## config.mk

```make
export PLATFORM = sky130hd
export DESIGN_NAME = rxr_ring_wb
export DESIGN_NICKNAME = d
export VERILOG_FILES = /design/src/rtl/rxr_pkg.sv /design/src/rtl/rxr_packer.sv /design/src/rtl/rxr_status.sv /design/src/rtl/rxr_ptr.sv /design/src/rtl/rxr_ring_wb.sv
export SDC_FILE = /design/constraint.sdc
export NUM_CORES = 1
export LEC_CHECK = 0
export BUFFER_PORTS_ARGS = -buffer_cell sky130_fd_sc_hd__buf_2
export CORE_MARGIN = 2
export CORE_UTILIZATION = 57
export DETAILED_ROUTE_END_ITERATION = 7
export PLACE_DENSITY = 0.81
export SLEW_MARGIN = 20
export SYNTH_ARGS = -nofsm -noshare
export SYNTH_HDL_FRONTEND = slang
export SYNTH_SLANG_ARGS = --single-unit
```

## constraint.sdc

```tcl
create_clock -name clk -period 2.4 [get_ports clk]
set_input_delay 0.12 -clock clk [delete_from_list [all_inputs] [get_ports clk]]
set_output_delay 0.12 -clock clk [all_outputs]
set_load 0.02 [all_outputs]
```

## src/rtl/rxr_pkg.sv

```systemverilog
package rxr_pkg;
  typedef enum logic [2:0] {
    ST_IDLE,
    ST_FETCH,
    ST_RECV,
    ST_WDATA,
    ST_WSTAT,
    ST_WOWN,
    ST_DROP
  } rxr_state_e;

  localparam int OWN_BIT  = 0;
  localparam int WRAP_BIT = 1;
  localparam int STAT_W   = 3;
  localparam int STAT_REC = 0;
  localparam int STAT_OVR = 1;
  localparam int STAT_BNA = 2;
  localparam int DESC_BYTES = 8;
  localparam int STAT_WORD_OFS = 4;
endpackage

```

## src/rtl/rxr_packer.sv

```systemverilog
module rxr_packer #(
  parameter int BUF_BYTES = 1536,
  parameter int LEN_W = $clog2(BUF_BYTES + 1)
) (
  input  logic             clk,
  input  logic             rst_n,
  input  logic             start,
  input  logic             push,
  input  logic [7:0]       byte_in,
  input  logic             flush,
  output logic [31:0]      word,
  output logic [LEN_W-1:0] count,
  output logic             room
);
  assign room = (count < LEN_W'(BUF_BYTES));

  always_ff @(posedge clk) begin
    if (!rst_n) begin
      word  <= '0;
      count <= '0;
    end else if (start) begin
      word  <= '0;
      count <= '0;
    end else begin
      if (flush) word <= '0;
      if (push && room) begin
        word[{count[1:0], 3'b000} +: 8] <= byte_in;
        count <= count + 1'b1;
      end
    end
  end

  assert_count_bound_R8: assert property (@(posedge clk) disable iff (!rst_n)
    count <= LEN_W'(BUF_BYTES));

  assert_trunc_ignored_R8: assert property (@(posedge clk) disable iff (!rst_n)
    (push && !room && !start && !flush) |=> ($stable(word) && $stable(count)));
endmodule

```

## src/rtl/rxr_status.sv

```systemverilog
module rxr_status
  import rxr_pkg::*;
(
  input  logic              clk,
  input  logic              rst_n,
  input  logic [STAT_W-1:0] set,
  input  logic              clr_we,
  input  logic [STAT_W-1:0] clr_mask,
  output logic [STAT_W-1:0] stat
);
  logic [STAT_W-1:0] clr_eff;
  assign clr_eff = clr_we ? clr_mask : '0;

  always_ff @(posedge clk) begin
    if (!rst_n) stat <= '0;
    else        stat <= (stat & ~clr_eff) | set;
  end

  for (genvar i = 0; i < STAT_W; i++) begin : g_chk
    assert_w1c_R10: assert property (@(posedge clk) disable iff (!rst_n)
      (clr_we && clr_mask[i] && !set[i]) |=> !stat[i]);
    assert_set_wins_R10: assert property (@(posedge clk) disable iff (!rst_n)
      set[i] |=> stat[i]);
  end
endmodule

```

## src/rtl/rxr_ptr.sv

```systemverilog
module rxr_ptr #(
  parameter int AW = 32,
  parameter int ALIGN_BITS = 6,
  parameter int STEP = 8
) (
  input  logic          clk,
  input  logic          rst_n,
  input  logic          load,
  input  logic [AW-1:0] load_val,
  input  logic          adv,
  input  logic          wrap,
  output logic [AW-1:0] base,
  output logic [AW-1:0] cur
);
  logic [AW-1:0] align_mask;
  assign align_mask = ~AW'((1 << ALIGN_BITS) - 1);

  always_ff @(posedge clk) begin
    if (!rst_n) begin
      base <= '0;
      cur  <= '0;
    end else if (load) begin
      base <= load_val & align_mask;
      cur  <= load_val & align_mask;
    end else if (adv) begin
      cur <= wrap ? base : cur + AW'(STEP);
    end
  end

  assert_wrap_base_R6: assert property (@(posedge clk) disable iff (!rst_n)
    (adv && wrap && !load) |=> (cur == base));

  assert_step_R6: assert property (@(posedge clk) disable iff (!rst_n)
    (adv && !wrap && !load) |=> (cur == $past(cur) + AW'(STEP)));
endmodule

```

## src/rtl/rxr_ring_wb.sv

```systemverilog
module rxr_ring_wb
  import rxr_pkg::*;
#(
  parameter int AW = 32,
  parameter int BUF_BYTES = 1536,
  parameter int RING_ALIGN = 64
) (
  input  logic              clk,
  input  logic              rst_n,
  input  logic              rx_enable,
  input  logic              cfg_base_we,
  input  logic [AW-1:0]     cfg_base,
  input  logic              stat_clr_we,
  input  logic [STAT_W-1:0] stat_clr,
  output logic [STAT_W-1:0] stat,
  input  logic              in_valid,
  output logic              in_ready,
  input  logic [7:0]        in_data,
  input  logic              in_sof,
  input  logic              in_eof,
  input  logic              in_err,
  output logic              mem_valid,
  input  logic              mem_ready,
  output logic              mem_we,
  output logic [AW-1:0]     mem_addr,
  output logic [31:0]       mem_wdata,
  input  logic [31:0]       mem_rdata
);
  localparam int LEN_W = $clog2(BUF_BYTES + 1);
  localparam int ALIGN_BITS = $clog2(RING_ALIGN);

  rxr_state_e state;
  logic [AW-1:0] buf_addr, data_addr, ptr_cur, ptr_base;
  logic wrap_q, err_q, trunc_q, last_q, stat_seen;

  logic in_fire, mem_fire;
  logic pk_start, pk_push, pk_flush, pk_room;
  logic [31:0] pk_word;
  logic [LEN_W-1:0] pk_count;
  logic stored, full_after, pend_after, owned_seen;
  logic [STAT_W-1:0] stat_set;

  assign in_fire  = in_valid && in_ready;
  assign mem_fire = mem_valid && mem_ready;

  always_comb begin
    case (state)
      ST_IDLE: in_ready = !rx_enable || !in_sof;
      ST_RECV: in_ready = 1'b1;
      ST_DROP: in_ready = 1'b1;
      default: in_ready = 1'b0;
    endcase
  end

  always_comb begin
    mem_valid = 1'b0;
    mem_we    = 1'b0;
    mem_addr  = ptr_cur;
    mem_wdata = '0;
    case (state)
      ST_FETCH: begin
        mem_valid = 1'b1;
      end
      ST_WDATA: begin
        mem_valid = 1'b1;
        mem_we    = 1'b1;
        mem_addr  = data_addr;
        mem_wdata = pk_word;
      end
      ST_WSTAT: begin
        mem_valid = 1'b1;
        mem_we    = 1'b1;
        mem_addr  = ptr_cur + AW'(STAT_WORD_OFS);
        mem_wdata = 32'(pk_count);
      end
      ST_WOWN: begin
        mem_valid = 1'b1;
        mem_we    = 1'b1;
        mem_wdata = 32'({buf_addr[AW-1:2], wrap_q, 1'b1});
      end
      default: ;
    endcase
  end

  assign owned_seen = mem_rdata[OWN_BIT];
  assign pk_start   = (state == ST_FETCH) && mem_fire && !owned_seen;
  assign pk_push    = (state == ST_RECV) && in_fire;
  assign pk_flush   = (state == ST_WDATA) && mem_fire;
  assign stored     = pk_push && pk_room;
  assign full_after = stored && (pk_count[1:0] == 2'd3);
  assign pend_after = (pk_count[1:0] != 2'd0) || stored;

  always_comb begin
    stat_set = '0;
    stat_set[STAT_REC] = (state == ST_WOWN) && mem_fire;
    stat_set[STAT_OVR] = (state == ST_WOWN) && mem_fire && trunc_q;
    stat_set[STAT_BNA] = (state == ST_FETCH) && mem_fire && owned_seen;
  end

  always_ff @(posedge clk) begin
    if (!rst_n) begin
      state     <= ST_IDLE;
      buf_addr  <= '0;
      data_addr <= '0;
      wrap_q    <= 1'b0;
      err_q     <= 1'b0;
      trunc_q   <= 1'b0;
      last_q    <= 1'b0;
    end else begin
      case (state)
        ST_IDLE: begin
          if (in_valid && in_sof && rx_enable) state <= ST_FETCH;
        end
        ST_FETCH: begin
          if (mem_fire) begin
            if (owned_seen) begin
              state <= ST_DROP;
            end else begin
              state     <= ST_RECV;
              buf_addr  <= AW'(mem_rdata) & ~AW'(3);
              data_addr <= AW'(mem_rdata) & ~AW'(3);
              wrap_q    <= mem_rdata[WRAP_BIT];
              err_q     <= 1'b0;
              trunc_q   <= 1'b0;
              last_q    <= 1'b0;
            end
          end
        end
        ST_RECV: begin
          if (in_fire) begin
            err_q   <= err_q || in_err;
            trunc_q <= trunc_q || !pk_room;
            if (in_eof) begin
              last_q <= 1'b1;
              if (pend_after)          state <= ST_WDATA;
              else if (err_q || in_err) state <= ST_IDLE;
              else                      state <= ST_WSTAT;
            end else if (full_after) begin
              state <= ST_WDATA;
            end
          end
        end
        ST_WDATA: begin
          if (mem_fire) begin
            data_addr <= data_addr + AW'(4);
            if (!last_q)    state <= ST_RECV;
            else if (err_q) state <= ST_IDLE;
            else            state <= ST_WSTAT;
          end
        end
        ST_WSTAT: begin
          if (mem_fire) state <= ST_WOWN;
        end
        ST_WOWN: begin
          if (mem_fire) state <= ST_IDLE;
        end
        ST_DROP: begin
          if (in_fire && in_eof) state <= ST_IDLE;
        end
        default: state <= ST_IDLE;
      endcase
    end
  end

  // Tracks, from the memory port itself, whether this frame's status word went out.
  always_ff @(posedge clk) begin
    if (!rst_n)                 stat_seen <= 1'b0;
    else if (state == ST_IDLE)  stat_seen <= 1'b0;
    else if (mem_fire && mem_we && (mem_addr == ptr_cur + AW'(STAT_WORD_OFS)))
      stat_seen <= 1'b1;
  end

  rxr_packer #(.BUF_BYTES(BUF_BYTES), .LEN_W(LEN_W)) u_packer (
    .clk(clk), .rst_n(rst_n), .start(pk_start), .push(pk_push),
    .byte_in(in_data), .flush(pk_flush), .word(pk_word),
    .count(pk_count), .room(pk_room)
  );

  rxr_status u_status (
    .clk(clk), .rst_n(rst_n), .set(stat_set), .clr_we(stat_clr_we),
    .clr_mask(stat_clr), .stat(stat)
  );

  rxr_ptr #(.AW(AW), .ALIGN_BITS(ALIGN_BITS), .STEP(DESC_BYTES)) u_ptr (
    .clk(clk), .rst_n(rst_n), .load(cfg_base_we), .load_val(cfg_base),
    .adv(stat_set[STAT_REC]), .wrap(wrap_q), .base(ptr_base), .cur(ptr_cur)
  );

  assert_own_last_R5: assert property (@(posedge clk) disable iff (!rst_n)
    (mem_fire && mem_we && (mem_addr == ptr_cur) && mem_wdata[OWN_BIT]) |-> stat_seen);

  assert_mem_hold_R13: assert property (@(posedge clk) disable iff (!rst_n)
    (mem_valid && !mem_ready && !cfg_base_we) |=>
      (mem_valid && $stable(mem_addr) && $stable(mem_we) && $stable(mem_wdata)));

  assert_drop_quiet_R7: assert property (@(posedge clk) disable iff (!rst_n)
    (state == ST_DROP) |-> !mem_valid);
endmodule

```

**After elaboration in Yosys (flattened, before gate mapping)**

Cells that the tools add are included.

- Register bits: 173
- Bits of input ports: 85
- Output and inout port bits: 70
- Logic and storage cells: 122

- Add/sub/neg operators: 5
- Order comparisons: 1
- Eq/ne operators: 17
- Shift-type cells: 2
- Multiplexer cells: 42
- Bitwise gates (word level): 5
- Reductions and logical operators: 37

Operator list:

| kind | count |
|---|---|
| 32-bit 2-to-1 mux | 10 |
| 32-bit case mux with 2 select lines | 2 |
| 32-bit case mux with 3 select lines | 1 |
| 32-bit by 3-bit adder with 32-bit output, second input constant | 2 |
| 3-bit 2-to-1 mux | 15 |
| 32-bit by 4-bit adder with 32-bit output, second input constant | 1 |
| 32-bit bitwise mux | 1 |
| 8-bit by 7-bit variable shift with 32-bit output, first input constant | 1 |
| 8-bit by 7-bit indexed part select with 32-bit output | 1 |
| 3-bit case mux with 7 select lines | 1 |
| 2-bit inequality test, second input constant | 9 |
| 1-bit logical AND | 14 |
| 11-bit by 1-bit adder with 11-bit output, second input constant | 1 |
| 11-bit < comparator, second input constant | 1 |
| 3-bit equality test, second input constant | 3 |
| 1-bit 2-to-1 mux | 8 |
| 1-bit case mux with 2 select lines | 4 |
| 4-bit AND reduction | 2 |
| 8-bit AND reduction | 1 |
| 2-bit nonzero test | 4 |
| 5-bit negator with 7-bit output | 1 |
| 3-bit by 2-bit equality test with 1-bit output, second input constant | 2 |
| 2-bit OR reduction | 3 |
| 5-bit AND reduction | 1 |
| other kinds (13) | 20 |

**Logic depth before layout (Yosys ltp)**

Gate-level depths: netlist (run 1).

- Depth in word-level cells: 11
- Depth in mapped cells: 8
- Depth with buffers taken out: 7

**By module**

From an unflattened synthesis (run 1), not the netlist that was laid out.

- Cells, all modules: 1350
- Area, all modules: 10451.3 um^2

By module, submodules not included:

| module | instances | cells an instance | area an instance (um^2) | seq. area each (um^2) |
|---|---|---|---|---|
| rxr_ring_wb | 1 | 721 | 5039.8 | 1341.3 |
| rxr_ptr | 1 | 386 | 3253.1 | 1161.1 |
| rxr_packer | 1 | 231 | 2053.2 | 860.8 |
| rxr_status | 1 | 12 | 105.1 | 60.1 |

**Worst setup path before layout (run 1)**

Ideal clock, no wire load.

- Kind: register to output
- From: register u_ptr.cur[4]
- To: output mem_addr[31]
- Data arrival time: 2.186 ns
- Data required time: 2.280 ns
- Setup slack: 0.094 ns
- Cell stages (with the launch flop): 7
- Buffers on the path: 1
- Cell sequence: dfxtp_1 ha_1 buf_2 nand4_1 nor3_1 nand3_1 o311ai_1

- Word-level cells in the longest chain between the ends: 2

Ends and longest elaborated chain:

| item | line | text |
|---|---|---|
| start, declared | rxr_ptr.sv:13 | `output logic [AW-1:0] cur` |
| start signal, assigned | rxr_ptr.sv:24 | `cur <= load_val & align_mask;` |
| start signal, assigned | rxr_ptr.sv:26 | `cur <= wrap ? base : cur + AW'(STEP);` |
| 32-bit by 3-bit adder with 32-bit output | n/a |  |
| 32-bit case mux with 2 select lines | rxr_ring_wb.sv:60 | `case (state)` |
| end, declared | rxr_ring_wb.sv:25 | `output logic [AW-1:0] mem_addr,` |

Every way passes these cells.

**Worst setup path after layout (run 1)**

- From: register state[2]
- To: output mem_addr[7]

- Word-level cells in the longest chain between the ends: 2
- Elaborated cells between the ends (all ways): 3
- Classes of those cells: eq/ne (2); mux (1)

Ends and longest elaborated chain:

| item | line | text |
|---|---|---|
| start, declared | rxr_ring_wb.sv:32 | `rxr_state_e state;` |
| start signal, assigned | rxr_ring_wb.sv:102 | `state <= ST_IDLE;` |
| start signal, assigned | rxr_ring_wb.sv:112 | `if (in_valid && in_sof && rx_enable) state <= ST_FETCH;` |
| start signal, assigned | rxr_ring_wb.sv:117 | `state <= ST_DROP;` |
| 3-bit equality test / 3-bit by 2-bit equality test with 1-bit output (equally long branches) | rxr_ring_wb.sv:60 |  |
| 32-bit case mux with 2 select lines (*) | rxr_ring_wb.sv:60 |  |

Every way passes the cells marked *; elsewhere a longest branch is shown, timed or not.

==> results of run 1 <==
==> through the flow <==
| step | std cells | setup slack (ns) | instance area, um^2 | utilization | total power (W) |
|---|---|---|---|---|---|
| after global routing | 1673 | -0.0620 | 12200 | 0.739 | 0.00700 |
| after detailed placement | 1575 | 0.215 | 10700 | 0.650 | 0.00391 |
| final | 1673 | -0.0302 | 12200 | 0.739 | 0.00680 |
| after CTS | 1667 | -0.0477 | 12000 | 0.727 | 0.00675 |
| after floorplan | 1246 | 0.0944 | 9630 | - | 0.00359 |
| after global placement | 1575 | 0.264 | 10700 | 0.650 | 0.00388 |
==> area by class of cell <==
class | instances | area share
multi-input combinational | 958 | 0.484
sequential | 171 | 0.283
timing repair buffer | 278 | 0.158
clock buffer | 20 | 0.0374
tap | 220 | 0.0225
clock inverter | 11 | 0.0112
inverter | 15 | 0.00461
==> cell usage in the layout (no fill, tap or decap), drive strengths merged, types with 13 or more instances in the layout <==
cell type and n:
buf 219, a21oi 98, nor3 20, and3 17, nor4 16, nor2 126
a31oi 13, nand3 66, dlygate4sd3 59, and2 15, mux2i 37, o211ai 19
o21ai 64, a22oi 50, clkbuf 20, nand4 26, xor2 15, a22o 26
inv 18, dfxtp 171, nand2 189
==> state kept, by name (all words and copies together) (netlist names) <==
signal          cells
buf_addr           30
data_addr          30
err_q               1
last_q              1
state               3
trunc_q             1
u_packer.count     11
u_packer.word      32
u_ptr.base         26
u_ptr.cur          32
u_status.stat       3
wrap_q              1
==> how the worst min path moves through the flow <==
| stage | startpoint | depth (start not counted) | endpoint | slack, ns |
|---|---|---|---|---|
| CTS | in_data[6] | 3 | u_packer.word[22] | 0.004 |
| finish | in_data[6] | 3 | u_packer.word[14] | 0.01 |
| floorplan | mem_rdata[10] | 2 | buf_addr[10] | 0.26 |
| global placement | cfg_base[8] | 2 | u_ptr.cur[8] | 0.36 |
| global route | mem_rdata[15] | 3 | buf_addr[15] | 0.01 |
| detailed placement | cfg_base[8] | 2 | u_ptr.cur[8] | 0.37 |
==> routing by layer <==
layer	vias up	wire length, um
met5	-	0
met4	0	1260
met3	130	3200
met2	751	15000
met1	5029	12600
li1	4959	-
==> logic make-up after synthesis <==
group / after synthesis
AO/OA/AOI/OAI: 352
XOR/XNOR: 27
adder cells (fa/ha/maj): 9
buffers and inverters: 117
flip-flops: 171
multiplexers: 39
AND/OR/NAND/NOR: 531
==> critical path, stage by stage (launching register included) <==
cell,delay [ns]
dfxtp_4,0.40
nor3b_2,0.21
and2_1,0.38
nand2_1,0.12
o311ai_0,0.49
buf_2,0.27
==> power by group <==
group / switching, W / internal (W)
Combinational: 0.000535 / 0.000379
Sequential: 0.000122 / 0.00294
Clock: 0.00122 / 0.00160
Total: 0.00188 / 0.00492
==> repair_timing <==
action / in CTS / in global routing
hold buffers: 59 / 0
buffers inserted: 2 / 6
endpoints found under the hold margin: 68 / 0
resized for setup: 26 / 41
pin swaps: 3 / 9
endpoints found under the setup margin: 44 / 28
==> flow_summary_export.csv, run 1 <==
group,metric,value,unit
outcome,status,"finished, violations left",
outcome,violations,"setup timing",
clock_tree,cts_tree,"yes",
floorplan,die_y,134,um
place,place_congestion,0.990,
setup_path,regToRegSetupSlack,0.23,ns
cells_and_area,drive_above_1_share,0.218,
floorplan,die-area,0.0180,mm^2
floorplan,ios,155,
timing,setup_ws,-0.0302,ns
logic_synthesis,synth-compound-area-share,0.243,
logic_synthesis,synthSimpleGateAreaFrac,0.274,
cells_and_area,nets,1535,
logic_synthesis,netlist_area,0.00963,mm^2
timing,finalHoldViolCount,0,
grt,use_met1,0.444,
timing,setup_tns,-0.0302,ns
detailed_routing,first_pass_iters,7,
clock_tree,cts.sinks,171,
floorplan,start_util,0.583,
job,maxCapViolations,0,
logic_synthesis,ys_types,79,
timing,slew-limit-headroom,0.282,
grt,track_usage,0.347,
logic_synthesis,seq_area_frac_synth,0.355,
timing,layout_worst_path_cycle_share,1.01,
setup_path,timing.rr.end,"u_ptr.cur[31]",
cells_and_area,seq_area,0.00345,mm^2
logic_synthesis,yosysWarnings,0,
detailed_routing,viasPerCell,6.50,
grt,grt_pass1_vias,9780,
detailed_routing,drc,0,
setup_path,cp_max_fo,9,
timing,grt_setup_unrepaired,"true",
detailed_routing,drtIter0Drc,1275,
logic_synthesis,ys_top_cells_by_count,"188 x nand2_1, 171 x dfxtp_1, 125 x nor2_1",
setup_path,path_class,"register to output port",
timing,slew_viol_final,0,
logic_synthesis,syn_avg_cell_area,7.73,um^2
power,power_density,556,mW/mm^2
detailed_routing,wl,32100,um
floorplan,fp-row-count,47,
logic_synthesis,yosysTopAreaCell,"dfxtp_1",
clock_tree,cts_buffer_depth,2,
logic_synthesis,synth.top_cell.area_share,0.355,
grt,grt_max_degree,45,
power,ir_drop,0.507,mV
timing,whs,0.0105,ns
logic_synthesis,muxShareOfSynthArea,0.0408,
timing,fin_skew,0.00523,ns
clock_tree,htree_levels,4,
logic_synthesis,synth_top_flop_cell,"dfxtp_1",
floorplan,core,0.0165,mm^2
clock_tree,cts.clk_slew.worst_paths,0.07,ns
timing,fmax,411,MHz
floorplan,die_x,134,um
logic_synthesis,synth_most_common_cell,"nand2_1",
logic_synthesis,async_reset_ff_frac,0,
clock_tree,cts_root_buffer,"clkbuf_16",
place,dp_hpwl,21500,um
logic_synthesis,synth_top_family_by_area,"simple AND/OR/NAND/NOR gates",
cells_and_area,fill_cells,1224,
clock_tree,numCtsBuffers,17,
grt,antenna_found_initial,0,
timing,worst_pin_slew,1.07,ns
power,leakagePower,4.80,nW
detailed_routing,wl_per_cell,19.2,um
grt,grt_overflow,0,
clock_tree,insertion_delay,0.44,ns
setup_path,end_kind,"output port",
cells_and_area,multi_input_area,0.00591,mm^2
place,io_buffers,148,
detailed_routing,ant_nets,0,
setup_path,reg2regPathDepth,5,
detailed_routing,vias,10869,
setup_path,crit_start,"state[2]",
logic_synthesis,synth_xor_area_frac,0.0246,
timing,fin_crit,2.43,ns
setup_path,crit_end,"mem_addr[7]",
timing,setup_viol,1,
logic_synthesis,synth_edf_count,0,
cells_and_area,antenna_cells,0,
logic_synthesis,yosys-top-cells-area,"dfxtp_1 36%, nand2_1 7.3%, a21oi_1 4.9%",
setup_path,worstSetupStartpointType,"register",
hold_path,hold_path_class,"input port to register",
cells_and_area,area_growth,26.8,%
setup_path,worst-endpoint-required,2.28,ns
logic_synthesis,syn_nets,1340,
logic_synthesis,synthAdderAreaFrac,0.0117,
setup_path,crit-reg2reg-launch,"state[1]",
setup_path,critical_path_arrival,2.31,ns
grt,use_met3,0.0608,
grt,grt_pass1_wl,50300,um
logic_synthesis,ys_seq_elements,171,
logic_synthesis,syn_inst,1246,
grt,grtUsageMet2,0.576,
grt,top_usage_layer,"met2",
Power figures use the tool's default switching activity.
==> inputs of run 2 (changes only) <==
TNS_END_PERCENT = 20   (was unset)
==> flow_summary_export.csv, run 2 (synthesized netlist as in run 1, its figures left out) <==
group,metric,value,unit
outcome,status,"finished, violations left",
outcome,violations,"setup timing",
timing,fin_crit,2.44,ns
cells_and_area,antenna_cells,0,
timing,fin_skew,0.00627,ns
job,maxCapViolations,0,
power,ir_drop,0.512,mV
cells_and_area,reg.largest.list,"u_packer.word x32, u_ptr.cur x32",
detailed_routing,drtIter0Drc,1309,
place,io_buffers,148,
floorplan,die-area,0.0180,mm^2
floorplan,core,0.0165,mm^2
setup_path,worst-endpoint-required,2.28,ns
grt,grt_overflow,0,
detailed_routing,wl_per_cell,19.1,um
power,power_frac_seq,0.450,
cells_and_area,area_growth,27.2,%
timing,finalHoldViolCount,0,
cells_and_area,layout_commonest_cell,"nand2_1",
setup_path,critical_path_arrival,2.32,ns
clock_tree,insertion_delay,0.44,ns
power,leakagePower,4.84,nW
place,place_congestion,0.990,
timing,setup_viol,2,
cells_and_area,multi_input_area,0.00592,mm^2
power,p_comb_frac,0.135,
cells_and_area,post-route-cell-area,0.0122,mm^2
timing,setup_ws,-0.0387,ns
clock_tree,htree_levels,4,
clock_tree,cts.sinks,171,
grt,grt_pass1_wl,50300,um
detailed_routing,ant_nets,0,
detailed_routing,drc,0,
timing,slew_viol_final,0,
clock_tree,cts_tree,"yes",
cells_and_area,nets,1537,
timing,grt_setup_unrepaired,"true",
clock_tree,cts_buffer_depth,2,
hold_path,hold_path_class,"input port to register",
place,dp_hpwl,21500,um
cells_and_area,drive_above_1_share,0.220,
detailed_routing,wl,32000,um
timing,layout_worst_path_cycle_share,1.02,
timing,slew-limit-headroom,0.239,
power,switchingPower,0.00188,W
setup_path,worstSetupStartpointType,"register",
floorplan,ios,155,
floorplan,die_y,134,um
place,placed_area,0.0107,mm^2
power,power_density,555,mW/mm^2
grt,grt_max_degree,45,
power,power_frac_clock,0.415,
grt,track_usage,0.346,
power,sw_frac_of_total,0.276,
detailed_routing,vias,10828,
power,p_int,0.00492,W
cells_and_area,fill_cells,1219,
clock_tree,numCtsBuffers,17,
timing,worst_pin_slew,1.14,ns
detailed_routing,first_pass_iters,7,
grt,antenna_found_initial,0,
setup_path,path_class,"register to output port",
detailed_routing,viasPerCell,6.46,
clock_tree,cts.clk_slew.worst_paths,0.07,ns
timing,setup_tns,-0.0423,ns
setup_path,cp_max_fo,13,
floorplan,die_x,134,um
setup_path,end_kind,"output port",
timing,fmax,410,MHz
floorplan,fp-row-count,47,
clock_tree,cts_root_buffer,"clkbuf_16",
floorplan,start_util,0.583,
cells_and_area,final_cell_mix,"187 x nand2_1, 155 x dfxtp_1, 144 x buf_2",
grt,grt_pass1_vias,9816,
cells_and_area,seq_area,0.00345,mm^2
## run 2: power groups by stage
| stage | Clock, W | Combinational (W) | Sequential, W |
|---|---|---|---|
| after CTS | 0.00282 | 0.000878 | 0.00305 |
| after global placement | 0 | 0.000780 | 0.00310 |
| final | 0.00282 | 0.000914 | 0.00306 |
| after floorplan | 0 | 0.000532 | 0.00306 |
| after global routing | 0.00296 | 0.000978 | 0.00307 |
| after detailed placement | 0 | 0.000796 | 0.00311 |
## run 2: timing repair
action	4_1_cts	5_1_grt
pin swaps	2	11
resized for setup	18	53
buffers inserted	1	9
hold buffers	59	0
setup endpoints to repair	44	28
hold endpoints to repair	68	0
## run 2: layer usage
layer,share of wire,track usage,wire (um),up-vias
li1,-,-,-,4962
met1,0.39,0.443,12500,5032
met2,0.47,0.573,15100,733
met3,0.11,0.0654,3370,101
met4,0.032,0.148,1030,0
met5,0,0,0,-
## run 2: layout make-up
type / count / share of cell area
clock buffer: 20 / 0.0373
multi-input combinational: 958 / 0.484
clock inverter: 11 / 0.0111
inverter: 15 / 0.00460
tap: 220 / 0.0225
timing repair buffer: 280 / 0.159
sequential: 171 / 0.282
## run 2: final timing paths
check / startpoint / end / slack (ns) / depth (start not counted)
worst max-delay path: state[2] / mem_addr[7] / -0.04 / 6
worst min-delay path: in_data[6] / u_packer.word[14] / 0.01 / 3
worst max register to register: state[1] / u_ptr.cur[31] / 0.21 / 5
worst min register to register: u_ptr.cur[0] / u_ptr.cur[0] / 0.45 / 1
## run 2: critical path: stages (launching register included)
cell and delay [ns]:
dfxtp_4 0.42, or3b_4 0.43, buf_4 0.20, a41oi_1 0.21
o21ai_0 0.17, o311ai_1 0.20, buf_2 0.26
## run 2: per-stage QoR
step | total power, W | cells | worst slack [ns] | hold WS [ns] | util
final | 0.00679 | 1675 | -0.0387 | 0.0107 | 0.741
after global routing | 0.00700 | 1675 | -0.0664 | 0.00387 | 0.741
after CTS | 0.00675 | 1666 | -0.0667 | 0.00411 | 0.725
after detailed placement | 0.00391 | 1575 | 0.215 | 0.368 | 0.650
after global placement | 0.00388 | 1575 | 0.264 | 0.364 | 0.650
after floorplan | 0.00359 | 1246 | 0.0944 | 0.256 | -
==> inputs of run 3 (changes only) <==
==> constraint.sdc (replaced) <==
create_clock -name clk -period 2.4 [get_ports clk]
set_input_delay 0.36 -clock clk [delete_from_list [all_inputs] [get_ports clk]]
set_output_delay 0.36 -clock clk [all_outputs]
set_load 0.02 [all_outputs]
==> flow_summary_export.csv, run 3 (synthesized netlist as in run 1, its figures left out) <==
group,metric,value,unit
outcome,status,"finished, violations left",
outcome,violations,"setup timing",
setup_path,slowest_delay,0.41,ns
hold_path,min_path_cells,2,
setup_path,worst-endpoint-required,2.04,ns
grt,grt_overflow,0,
floorplan,ios,155,
detailed_routing,ant_nets,0,
power,ir_drop,0.517,mV
timing,fmax,392,MHz
clock_tree,cts_buffer_depth,2,
cells_and_area,drive_above_1_share,0.256,
power,power_density,568,mW/mm^2
setup_path,cp_num_cells,6,
timing,whs,0.167,ns
cells_and_area,reg.largest.list,"u_packer.word x32, u_ptr.cur x32",
setup_path,worstSetupStartpointType,"register",
clock_tree,cts_tree,"yes",
timing,finalHoldViolCount,0,
hold_path,hold_path_class,"input port to register",
place,io_buffers,148,
timing,grt_setup_unrepaired,"true",
cells_and_area,final_cell_mix,"182 x nand2_1, 151 x dfxtp_1, 132 x buf_2",
setup_path,regToRegSetupSlack,0.16,ns
clock_tree,cts.sinks,171,
timing,layout_worst_path_cycle_share,1.06,
clock_tree,cts_root_buffer,"clkbuf_16",
setup_path,cp_max_fo,8,
grt,grt_pass1_vias,9876,
setup_path,reg2regPathDepth,8,
detailed_routing,first_pass_iters,6,
setup_path,critical_path.top_delay_family,"simple AND/OR/NAND/NOR gates",
setup_path,critical_path_arrival,2.19,ns
setup_path,slowest_stage,"or3b_4",
timing,setup_viol,30,
timing,setup_tns,-2.40,ns
floorplan,die_y,134,um
setup_path,end_kind,"output port",
clock_tree,cts.hold.buffers_added,0,
floorplan,start_util,0.583,
timing,fin_skew,0.00786,ns
timing,worst_pin_slew,1.02,ns
floorplan,core,0.0165,mm^2
floorplan,die_x,134,um
grt,grt_max_degree,61,
setup_path,worst-path-buf-inv,1,
timing,setup_ws,-0.152,ns
grt,track_usage,0.345,
detailed_routing,drc,0,
floorplan,die-area,0.0180,mm^2
timing,slew-limit-headroom,0.316,
cells_and_area,area_growth,25.4,%
floorplan,fp-row-count,47,
timing,slew_viol_final,0,
cells_and_area,nets,1504,
grt,grt_pass1_wl,50200,um
detailed_routing,drtIter0Drc,1087,
setup_path,path_class,"register to output port",
clock_tree,numCtsBuffers,17,
cells_and_area,post-route-cell-area,0.0121,mm^2
cells_and_area,layout_commonest_cell,"nand2_1",
cells_and_area,antenna_cells,0,
detailed_routing,viasPerCell,6.51,
setup_path,cp_cell_sequence,"or3b_4 -> nor2_4 -> nand3_4 -> or3_4 -> nand3_2 -> buf_6",
clock_tree,cts.clk_slew.worst_paths,0.07,ns
detailed_routing,wl_per_cell,19.1,um
job,maxCapViolations,0,
detailed_routing,vias,10690,
place,dp_hpwl,21200,um
timing,fin_crit,2.55,ns
detailed_routing,wl,31400,um
cells_and_area,fill_cells,1226,
power,leakagePower,4.81,nW
place,placed_area,0.0108,mm^2
clock_tree,insertion_delay,0.44,ns
clock_tree,htree_levels,4,
place,place_congestion,0.956,
grt,antenna_found_initial,0,
[run 3: what timing repair did]
item | 4_1_cts | 5_1_grt
hold endpoints to repair | 0 | 0
setup buffers | 16 | 7
pin swaps | 20 | 23
gates resized for setup | 96 | 22
setup endpoints to repair | 64 | 63
[run 3: final timing paths]
check | to | from
min | u_ptr.cur[8] | cfg_base[8]
max | mem_addr[24] | state[2]
min reg2reg | u_ptr.cur[0] | u_ptr.cur[0]
max reg2reg | state[0] | state[1]
[run 3: area by class of cell]
type | count | area, um^2 | area share
multi-input cells | 958 | 6030 | 0.499
flip-flops and latches | 171 | 3460 | 0.287
repair buffers | 247 | 1640 | 0.136
clock buffers | 18 | 429 | 0.0355
well taps | 220 | 275 | 0.0228
clock inverters | 14 | 186 | 0.0154
inverters | 15 | 56.3 | 0.00466
[run 3: per-stage QoR]
stage	std cells	setup WS (ns)	util	total power, W
2_1_floorplan	1246	-0.129	-	0.00359
3_3_place_gp	1588	0.134	0.656	0.00389
3_5_place_dp	1588	0.104	0.656	0.00391
4_1_cts	1636	-0.0963	0.723	0.00682
5_1_grt	1643	-0.238	0.731	0.00706
6_report	1643	-0.152	0.731	0.00686
[run 3: power by group]
| group | internal (W) | switching [W] |
|---|---|---|
| combinational | 0.000343 | 0.000534 |
| sequential | 0.00294 | 0.000110 |
| clock | 0.00167 | 0.00127 |
| total | 0.00495 | 0.00191 |
[run 3: metal layers]
layer  track usage  share of wire  up-vias
met5             0              0        -
met2         0.540           0.46      664
li1              -              -     4896
met1         0.457           0.40     5011
met3        0.0635          0.093      119
met4         0.178          0.045        0
